$ cat config.mk
export PLATFORM = sky130hd
export DESIGN_NAME = adc_serial_reader
export DESIGN_NICKNAME = d
export VERILOG_FILES = /design/src/rtl/adc_rd_pkg.sv /design/src/rtl/adc_rd_rate_gate.sv /design/src/rtl/adc_rd_sclk_gen.sv /design/src/rtl/adc_rd_capture.sv /design/src/rtl/adc_serial_reader.sv
export SDC_FILE = /design/constraint.sdc
export NUM_CORES = 1
export LEC_CHECK = 0
export BUFFER_PORTS_ARGS = -buffer_cell sky130_fd_sc_hd__buf_2
export CAP_MARGIN = 10
export CORE_ASPECT_RATIO = 1.4
export CORE_MARGIN = 3
export CORE_UTILIZATION = 32
export CTS_BUF_LIST = sky130_fd_sc_hd__clkbuf_8
export CTS_CLUSTER_SIZE = 25
export DETAILED_ROUTE_END_ITERATION = 8
export SETUP_SLACK_MARGIN = 0.5
export SYNTH_ARGS = -nofsm -noshare
export SYNTH_HDL_FRONTEND = slang
export SYNTH_SLANG_ARGS = --single-unit
$ cat constraint.sdc
create_clock -name clk -period 2.5 [get_ports clk]
set_input_delay 0.5 -clock clk [delete_from_list [all_inputs] [get_ports clk]]
set_output_delay 0.5 -clock clk [all_outputs]
set_load 0.05 [all_outputs]
$ cat src/rtl/adc_rd_pkg.sv
package adc_rd_pkg;

  typedef enum logic [1:0] {
    RD_IDLE  = 2'd0,
    RD_SETUP = 2'd1,
    RD_CLOCK = 2'd2
  } rd_state_e;

  // True when rising-edge number idx falls in the data window.
  function automatic logic edge_in_window(input int idx, input int first, input int width);
    return (idx >= first) && (idx < first + width);
  endfunction

  // System clocks from select assertion to select release.
  function automatic int frame_cycles(input int setup, input int half, input int clks);
    return setup + 2 * half * clks;
  endfunction

endpackage

$ cat src/rtl/adc_rd_rate_gate.sv
module adc_rd_rate_gate #(
  parameter int GAP_CYCLES = 120
) (
  input  logic clk,
  input  logic rst_n,
  input  logic accept,
  output logic open_o
);
  localparam int CW = $clog2(GAP_CYCLES + 1);

  logic [CW-1:0] since_q;

  always_ff @(posedge clk or negedge rst_n) begin
    if (!rst_n) begin
      since_q <= CW'(GAP_CYCLES);
    end else if (accept) begin
      since_q <= CW'(1);
    end else if (since_q != CW'(GAP_CYCLES)) begin
      since_q <= since_q + 1'b1;
    end
  end

  assign open_o = (since_q == CW'(GAP_CYCLES));

endmodule

$ cat src/rtl/adc_rd_sclk_gen.sv
module adc_rd_sclk_gen #(
  parameter int HALF_DIV = 2
) (
  input  logic clk,
  input  logic rst_n,
  input  logic run,
  output logic sclk,
  output logic rise,
  output logic fall
);
  localparam int HW = $clog2(HALF_DIV + 1);

  logic [HW-1:0] half_q;
  logic          sclk_q;
  logic          half_end;

  assign half_end = (half_q == HW'(HALF_DIV - 1));
  assign rise     = run && !sclk_q && half_end;
  assign fall     = run && sclk_q && half_end;

  always_ff @(posedge clk or negedge rst_n) begin
    if (!rst_n) begin
      half_q <= '0;
      sclk_q <= 1'b0;
    end else if (!run) begin
      half_q <= '0;
      sclk_q <= 1'b0;
    end else if (half_end) begin
      half_q <= '0;
      sclk_q <= !sclk_q;
    end else begin
      half_q <= half_q + 1'b1;
    end
  end

  assign sclk = sclk_q;

endmodule

$ cat src/rtl/adc_rd_capture.sv
module adc_rd_capture
  import adc_rd_pkg::*;
#(
  parameter int DATA_W     = 16,
  parameter int FRAME_CLKS = 22,
  parameter int FIRST_EDGE = 7
) (
  input  logic              clk,
  input  logic              rst_n,
  input  logic              clear,
  input  logic              rise,
  input  logic              sdi,
  output logic [DATA_W-1:0] word,
  output logic              shift_en,
  output logic              last_edge
);
  localparam int EW = $clog2(FRAME_CLKS + 1);

  logic [EW-1:0]     edge_q;
  logic [EW-1:0]     edge_nx;
  logic [DATA_W-1:0] shreg_q;

  assign edge_nx   = edge_q + 1'b1;
  assign shift_en  = rise && edge_in_window(int'(edge_nx), FIRST_EDGE, DATA_W);
  assign last_edge = (edge_q == EW'(FRAME_CLKS));

  always_ff @(posedge clk or negedge rst_n) begin
    if (!rst_n) begin
      edge_q <= '0;
    end else if (clear) begin
      edge_q <= '0;
    end else if (rise) begin
      edge_q <= edge_nx;
    end
  end

  always_ff @(posedge clk or negedge rst_n) begin
    if (!rst_n) begin
      shreg_q <= '0;
    end else if (shift_en) begin
      shreg_q <= {shreg_q[DATA_W-2:0], sdi};
    end
  end

  assign word = shreg_q;

endmodule

$ cat src/rtl/adc_serial_reader.sv
module adc_serial_reader
  import adc_rd_pkg::*;
#(
  parameter int DATA_W     = 16,
  parameter int FRAME_CLKS = 22,
  parameter int HALF_DIV   = 2,
  parameter int SETUP_CYC  = 2,
  parameter int GAP_CYCLES = 120,
  parameter int LEAD_EDGES = 6
) (
  input  logic                     clk,
  input  logic                     rst_n,
  input  logic                     start,
  input  logic                     sdi,
  output logic                     cs_n,
  output logic                     sclk,
  output logic                     busy,
  output logic signed [DATA_W-1:0] sample,
  output logic                     sample_valid
);
  localparam int FIRST_EDGE = LEAD_EDGES + 1;
  localparam int SW         = $clog2(SETUP_CYC + 1);

  rd_state_e          state_q;
  logic [SW-1:0]      setup_q;
  logic               cs_n_q;
  logic               busy_q;
  logic               valid_q;
  logic [DATA_W-1:0]  sample_q;

  // Named internal events, also observed by the checker.
  logic               gate_open;
  logic               accept;
  logic               run;
  logic               sclk_rise;
  logic               sclk_fall;
  logic               shift_en;
  logic               last_edge;
  logic               release_evt;
  logic [DATA_W-1:0]  rx_word;

  assign accept      = start && (state_q == RD_IDLE) && gate_open;
  assign run         = (state_q == RD_CLOCK);
  assign release_evt = run && sclk_fall && last_edge;

  adc_rd_rate_gate #(.GAP_CYCLES(GAP_CYCLES)) u_gate (
    .clk    (clk),
    .rst_n  (rst_n),
    .accept (accept),
    .open_o (gate_open)
  );

  adc_rd_sclk_gen #(.HALF_DIV(HALF_DIV)) u_sclk (
    .clk   (clk),
    .rst_n (rst_n),
    .run   (run),
    .sclk  (sclk),
    .rise  (sclk_rise),
    .fall  (sclk_fall)
  );

  adc_rd_capture #(
    .DATA_W     (DATA_W),
    .FRAME_CLKS (FRAME_CLKS),
    .FIRST_EDGE (FIRST_EDGE)
  ) u_cap (
    .clk       (clk),
    .rst_n     (rst_n),
    .clear     (accept),
    .rise      (sclk_rise),
    .sdi       (sdi),
    .word      (rx_word),
    .shift_en  (shift_en),
    .last_edge (last_edge)
  );

  always_ff @(posedge clk or negedge rst_n) begin
    if (!rst_n) begin
      state_q  <= RD_IDLE;
      setup_q  <= '0;
      cs_n_q   <= 1'b1;
      busy_q   <= 1'b0;
      valid_q  <= 1'b0;
      sample_q <= '0;
    end else begin
      valid_q <= 1'b0;
      unique case (state_q)
        RD_IDLE: begin
          if (accept) begin
            state_q <= RD_SETUP;
            setup_q <= '0;
            cs_n_q  <= 1'b0;
            busy_q  <= 1'b1;
          end
        end
        RD_SETUP: begin
          if (setup_q == SW'(SETUP_CYC - 1)) begin
            state_q <= RD_CLOCK;
          end else begin
            setup_q <= setup_q + 1'b1;
          end
        end
        RD_CLOCK: begin
          if (release_evt) begin
            state_q  <= RD_IDLE;
            cs_n_q   <= 1'b1;
            busy_q   <= 1'b0;
            valid_q  <= 1'b1;
            sample_q <= rx_word;
          end
        end
        default: state_q <= RD_IDLE;
      endcase
    end
  end

  assign cs_n         = cs_n_q;
  assign busy         = busy_q;
  assign sample       = sample_q;
  assign sample_valid = valid_q;

endmodule

==> reports/metrics.yaml, run 1 <==
yosysTopAreaCell: "dfrtp_1"
path_cells: "buf_4, buf_4, a32oi_1, o21ai_2, a2111o_1, nand4_4, buf_4, mux2_2"
fmax_mhz: 469.8
root_buffer: "clkbuf_8"
cts_made_buffers: 5
fin_area_mm2: 0.002883
cpPeakStageDelay_ns: 0.45
crit_top_cell: "buf_4"
core-area_mm2: 0.007117
drc: 0
synth.yosys.seq_area_share_pct: 56.60
timing.critical_path.buf_inv: 3
hold_viol_final: 0
diodes: 0
synthToLayoutAreaGrowth_pct: 20.19
crit_path_top_delay_cell: "dfrtp_2"
initial_core_util_pct: 33.70
cts_tree: "yes"
timing.setup.tns_ns: 0
ys_ff_latch: 54
timing.slew.headroom_pct: 70.09
place.gp.congestion: 0.8086
dieHeight_um: 108.4
grt.total_usage_pct: 10.87
drtIter0Drc: 32
period_minus_slack_ns: 2.129
syn_area_mm2: 0.002399
io_buffer_count: 23
min_path_type: "input pin to asynchronous set/reset pin"
p_per_area_mw_per_mm2: 488.5
holdBufCountCts: 0
grt_max_degree: 55
grt_antenna_before_repair: 0
grt_overflow: 0
yosysUniqueCellTypes: 36
status: "complete, no violations"
critPathLaunchType: "flop"
viasPerCell: 4.486
grt_first_pass_wirelength_um: 7458
clock-sinks: 54
finalSetupViolations: 0
post_drt_wl_per_cell_um: 11.62
ioPinCount: 24
clkTransAtPathRegs_ns: 0.09
cp-end-kind: "flop"
cap_violations: 0
row_count: 36
clockBufferDepth: 2
final_nets: 267
peakVddDrop_mv: 0.2401
clk_latency_ns: 0.31
antenna_left: 0
first_global_vias: 1666
grt_setup_unrepaired: "yes"
die_area_mm2: 0.008585
dp_hpwl_um: 2849
syn_area_per_cell_um2: 10.90
finalWirelength_um: 4114
yosys_warnings: 0
multi_input_area_mm2: 0.001023
syn_nets: 229
final.setup_skew_ns: 0.01253
drtPass1Iterations: 4
htreeDepth: 2
nFillCells: 735
cp_data_required_time_ns: 2.70
num_vias: 1588
cp_max_fo: 5
p_leak_uw: 0.001458
path_delay_family: "compound AO/OA/AOI/OAI gates"
finalCritPeriodShare_pct: 85.14
placed_area_mm2: 0.002650
worst-slew-pin-transition_ns: 0.4470
crit_type: "flop to flop"
synthCells: 220
drive_above_1_share_pct: 32.05
synth_top_area_share_pct: 51.12
cp.arrival_ns: 2.33
die_w_um: 79.17
regArea_mm2: 0.001361
ys_top_cells_by_area: "dfrtp_1, nand2_1, mux2_4"
maxSlewViolCount: 0
cells in the final DEF, fill, tap and decap left out, types with 2 or more instances in the layout:
cell	n
nand3b_1	2
inv_2	2
nand4_1	2
nor3_1	2
buf_4	11
ha_1	3
mux2_2	4
nor2_1	16
dfrtp_1	46
xor2_1	3
inv_1	5
buf_12	3
o21a_1	2
dfrtp_2	3
clkbuf_8	6
xnor2_1	4
mux2_4	13
ha_4	2
nand3_1	10
dfstp_2	5
o21ai_0	5
buf_2	23
a21oi_1	2
nand2_1	66
worst register-to-register path: cells and delay by family, from the launching register on:
family	cells	cell delay [ns]
DFF	1	0.45
buffers and inverters	3	0.42
AOI/OAI and AO/OA	3	0.68
muxes	1	0.32
and+or+nand+nor	1	0.15
power by group:
group	internal, µW	switching (µW)	leakage, µW
logic	9.64	18.3	0.000725
registers	878	3.89	0.000685
clock network	223	275	0.0000472
total	1110	298	0.00146
final timing paths:
path,start,end,slack [ns],cells past startpoint
max in group asynchronous,rst_n,u_gate.since_q[4],2.04,2
worst min register to register,u_sclk.half_q[0],u_sclk.half_q[0],0.44,1
min in group clk,u_sclk.half_q[0],u_sclk.half_q[0],0.44,1
worst max register to register,u_cap.edge_q[0],u_cap.word[1],0.37,8
worst max-delay path,u_cap.edge_q[0],u_cap.word[1],0.37,8
worst min-delay path,rst_n,sample[15],0.17,2
per-stage QoR:
step	power (µW)	util, %	setup WS, ns	hold WS [ns]	instances
2_1_floorplan	902.7	-	0.4517	0.2044	220
3_3_place_gp	927.7	37.24	0.3558	0.4243	336
3_5_place_dp	928.2	37.24	0.3029	0.4260	336
4_1_cts	1437	39.87	0.3797	0.1753	352
5_1_grt	1478	40.51	0.3202	0.1828	354
6_report	1408	40.51	0.3714	0.1707	354
logic make-up (layout without fill, tap and decap cells):
| logic type | count (synthesis) | after routing | synth area share, % |
|---|---|---|---|
| flops | 54 | 54 | 56.60 |
| fa+ha+maj | 5 | 5 | 2.608 |
| compound gates | 13 | 13 | 3.495 |
| buf+inv | 13 | 52 | 3.078 |
| simple gates | 109 | 109 | 21.02 |
| xor+xnor | 8 | 8 | 3.234 |
| mux | 18 | 18 | 9.964 |
Yosys cell counts, drive strengths merged:
cell and number:
xnor2 4, a32oi 1, nand4 3, and3 1, and4b 1, buf 3, nand3 11, ha 5
dfstp 5, clkbuf 3, dfrtp 49, o21a 2, a21oi 3, nand3b 2, nor2 16, or2b 1
mux2i 1, a2111o 1, nor3 3, mux2 17, and2 1, nor2b 2, xor2 4, nand2 66
nor4 1, inv 7, o21ai 6, nand2b 1
per-layer routing:
metal	vias to the layer above	share of wire, %	global-route usage [%]
met5	-	0	0
met4	0	1.5	3.317
met3	7	3.4	2.667
met2	21	50	19.16
met1	766	45	12.98
li1	794	-	-
flip-flops by register name, indices dropped and copies added, names as in the netlist:
| name | flops |
|---|---|
| sample | 16 |
| u_cap.word | 16 |
| u_gate.since_q | 7 |
| u_cap.edge_q | 5 |
| setup_q | 2 |
| state_q | 2 |
| u_sclk.half_q | 2 |
| busy | 1 |
| cs_n | 1 |
| sample_valid | 1 |
| u_sclk.sclk | 1 |
cell type report:
class	instances	share of cell area [%]
Clock inverter	2	0.4340
Sequential cell	54	47.22
Inverter	7	0.9115
Tap cell	95	4.123
Timing Repair Buffer	37	8.941
Clock buffer	6	2.865
Multi-Input combinational cell	153	35.50
repair_timing:
item | in CTS | in global routing
buffers inserted | 8 | 2
pin swaps | 3 | 3
hold endpoints to repair | 0 | 0
endpoints found under the setup margin | 16 | 18
gates resized for setup | 2 | 4
No activity file was read; power rests on OpenSTA's default activity.
==> run 2: changes to the inputs <==
ABC_AREA = 1   (was default)
==> run 2 against run 1 <==
Effect of this change: final cell count grew 13%; combinational power shrank 13%; largest power group unchanged; sequential share of layout area grew 1.9 points; via count grew 16%; critical endpoint is now u_cap.word[2]; die area grew 1.4%; wire length grew 11%; sequential cell count is the same; non-clock buffer count shrank 10; critical path depth grew 2; clock skew shrank 0.0021 ns.
==> reports/metrics.yaml, run 2 <==
htreeDepth: 2
async_flop_share_pct: 100.0
placed_area_mm2: 0.002646
final_cell_mix: "nand2_1, dfrtp_1, buf_2"
syn_area_mm2: 0.002434
die_area_mm2: 0.008702
timing.slew.headroom_pct: 64.83
finalSetupViolations: 0
cp-end-kind: "flop"
row_count: 37
clk_latency_ns: 0.31
antenna_left: 0
peakVddDrop_mv: 0.2653
yosysMostFrequentCell: "nand2_1"
place.gp.congestion: 0.7756
drc: 0
synthCells: 275
yosys_warnings: 0
finalCritPeriodShare_pct: 69.31
root_buffer: "clkbuf_8"
grt_first_pass_wirelength_um: 8004
synth_edf_count: 0
clkTransAtPathRegs_ns: 0.10
clock-sinks: 54
core-area_mm2: 0.007361
timing.setup.tns_ns: 0
cp.arrival_ns: 1.95
status: "complete, no violations"
drive_above_1_share_pct: 20.39
viasPerCell: 4.586
cts_made_buffers: 5
dieHeight_um: 109.2
num_vias: 1839
yosysTopAreaCell: "dfrtp_1"
final.setup_skew_ns: 0.01040
yosysUniqueCellTypes: 27
hold_viol_final: 0
ys_top_cells_by_count: "nand2_1, dfrtp_1, nor2_1"
synthToLayoutAreaGrowth_pct: 13.47
ys_top_cells_by_area: "dfrtp_1, nand2_1, dfstp_2"
die_w_um: 79.70
ioPinCount: 24
grt.total_usage_pct: 11.68
final_nets: 312
fmax_mhz: 577.1
synth_top_area_share_pct: 50.39
layout_commonest_cell: "nand2_1"
diodes: 0
min_path_type: "input pin to asynchronous set/reset pin"
grt_max_degree: 21
clockBufferDepth: 2
period_minus_slack_ns: 1.733
cp_max_fo: 18
initial_core_util_pct: 33.06
finalWirelength_um: 4554
synth_ff_type: "dfrtp_1"
grt_setup_unrepaired: "no"
p_per_area_mw_per_mm2: 510.7
critPathLaunchType: "flop"
cp_data_required_time_ns: 2.71
io_buffer_count: 23
dp_hpwl_um: 3192
post_drt_wl_per_cell_um: 11.36
post_cts_buffers: 0
fin_cells: 401
crit_type: "flop to flop"
holdBufCountCts: 0
nFillCells: 729
cap_violations: 0
dp.cells: 392
first_global_vias: 1750
syn_area_per_cell_um2: 8.849
worst-slew-pin-transition_ns: 0.5258
grt_overflow: 0
holdWs_ns: 0.1115
maxSlewViolCount: 0
fin_area_mm2: 0.002761
drtPass1Iterations: 4
grt_antenna_before_repair: 0
p_leak_uw: 0.001479
synth.yosys.seq_area_share_pct: 55.78
drtIter0Drc: 85
ys_ff_latch: 54
cts_tree: "yes"
syn_nets: 284
## run 2: metal layers
metal  track usage (%)  share of wire (%)  wire [µm]
met1             14.29                 45       2029
met2             19.47                 49       2209
met3             2.975                5.1        233
met4             4.791                1.8         82
met5                 0                  0          0
## run 2: logic make-up after synthesis
group,synth area share (%)
xor+xnor,1.080
buf+inv,5.964
simple gates,33.47
fa+ha+maj,2.571
compound gates,1.131
flops,55.78
## run 2: worst max-delay path, stage by stage, from the launching register on
cell and delay, ns:
dfrtp_1 0.44, inv_1 0.09, ha_1 0.31, nor2_1 0.09
nand3_1 0.10, inv_1 0.07, nor2_2 0.05, nand2_4 0.18
nand3_4 0.16, nand2_1 0.10, nand2_1 0.05
## run 2: repair_timing
action	4_1_cts	5_1_grt
endpoints found under the hold margin	0	0
endpoints found under the setup margin	0	16
gates resized for setup	0	2
## run 2: where the power goes
part | switching (µW) | leakage (µW) | total [µW] | internal [µW]
clock | 304 | 0.0000408 | 505 | 201
combinational | 19.3 | 0.000759 | 24.5 | 5.19
sequential | 3.39 | 0.000680 | 881 | 877
## run 2: cell type report
cell class,count,area [µm²],area share (%)
multi-input combinational,191,953.4,34.53
timing repair buffer,27,145.1,5.256
inverter,24,91.34,3.308
clock buffer,5,68.82,2.492
sequential,54,1358,49.16
clock inverter,3,23.77,0.8609
tap,97,121.4,4.395
## run 2: worst paths after layout
path	depth (start not counted)	slack, ns	to	startpoint
worst max-delay path	10	0.77	u_cap.word[2]	u_cap.edge_q[0]
worst min-delay path	1	0.11	sample[5]	rst_n
worst max register to register	10	0.77	u_cap.word[2]	u_cap.edge_q[0]
worst min register to register	1	0.45	u_sclk.half_q[1]	u_sclk.half_q[0]
max in group asynchronous	2	1.73	cs_n	rst_n
min in group clk	3	0.44	u_cap.word[0]	sdi
## run 2: per-stage QoR
stage          power [µW]  utilization (%)  setup slack [ns]
2_1_floorplan       899.8                -            0.9320
3_3_place_gp        923.8            35.95            0.7291
3_5_place_dp        924.0            35.95            0.6748
4_1_cts              1433            37.21            0.6702
5_1_grt              1465            37.51            0.5571
6_report             1410            37.51            0.7673
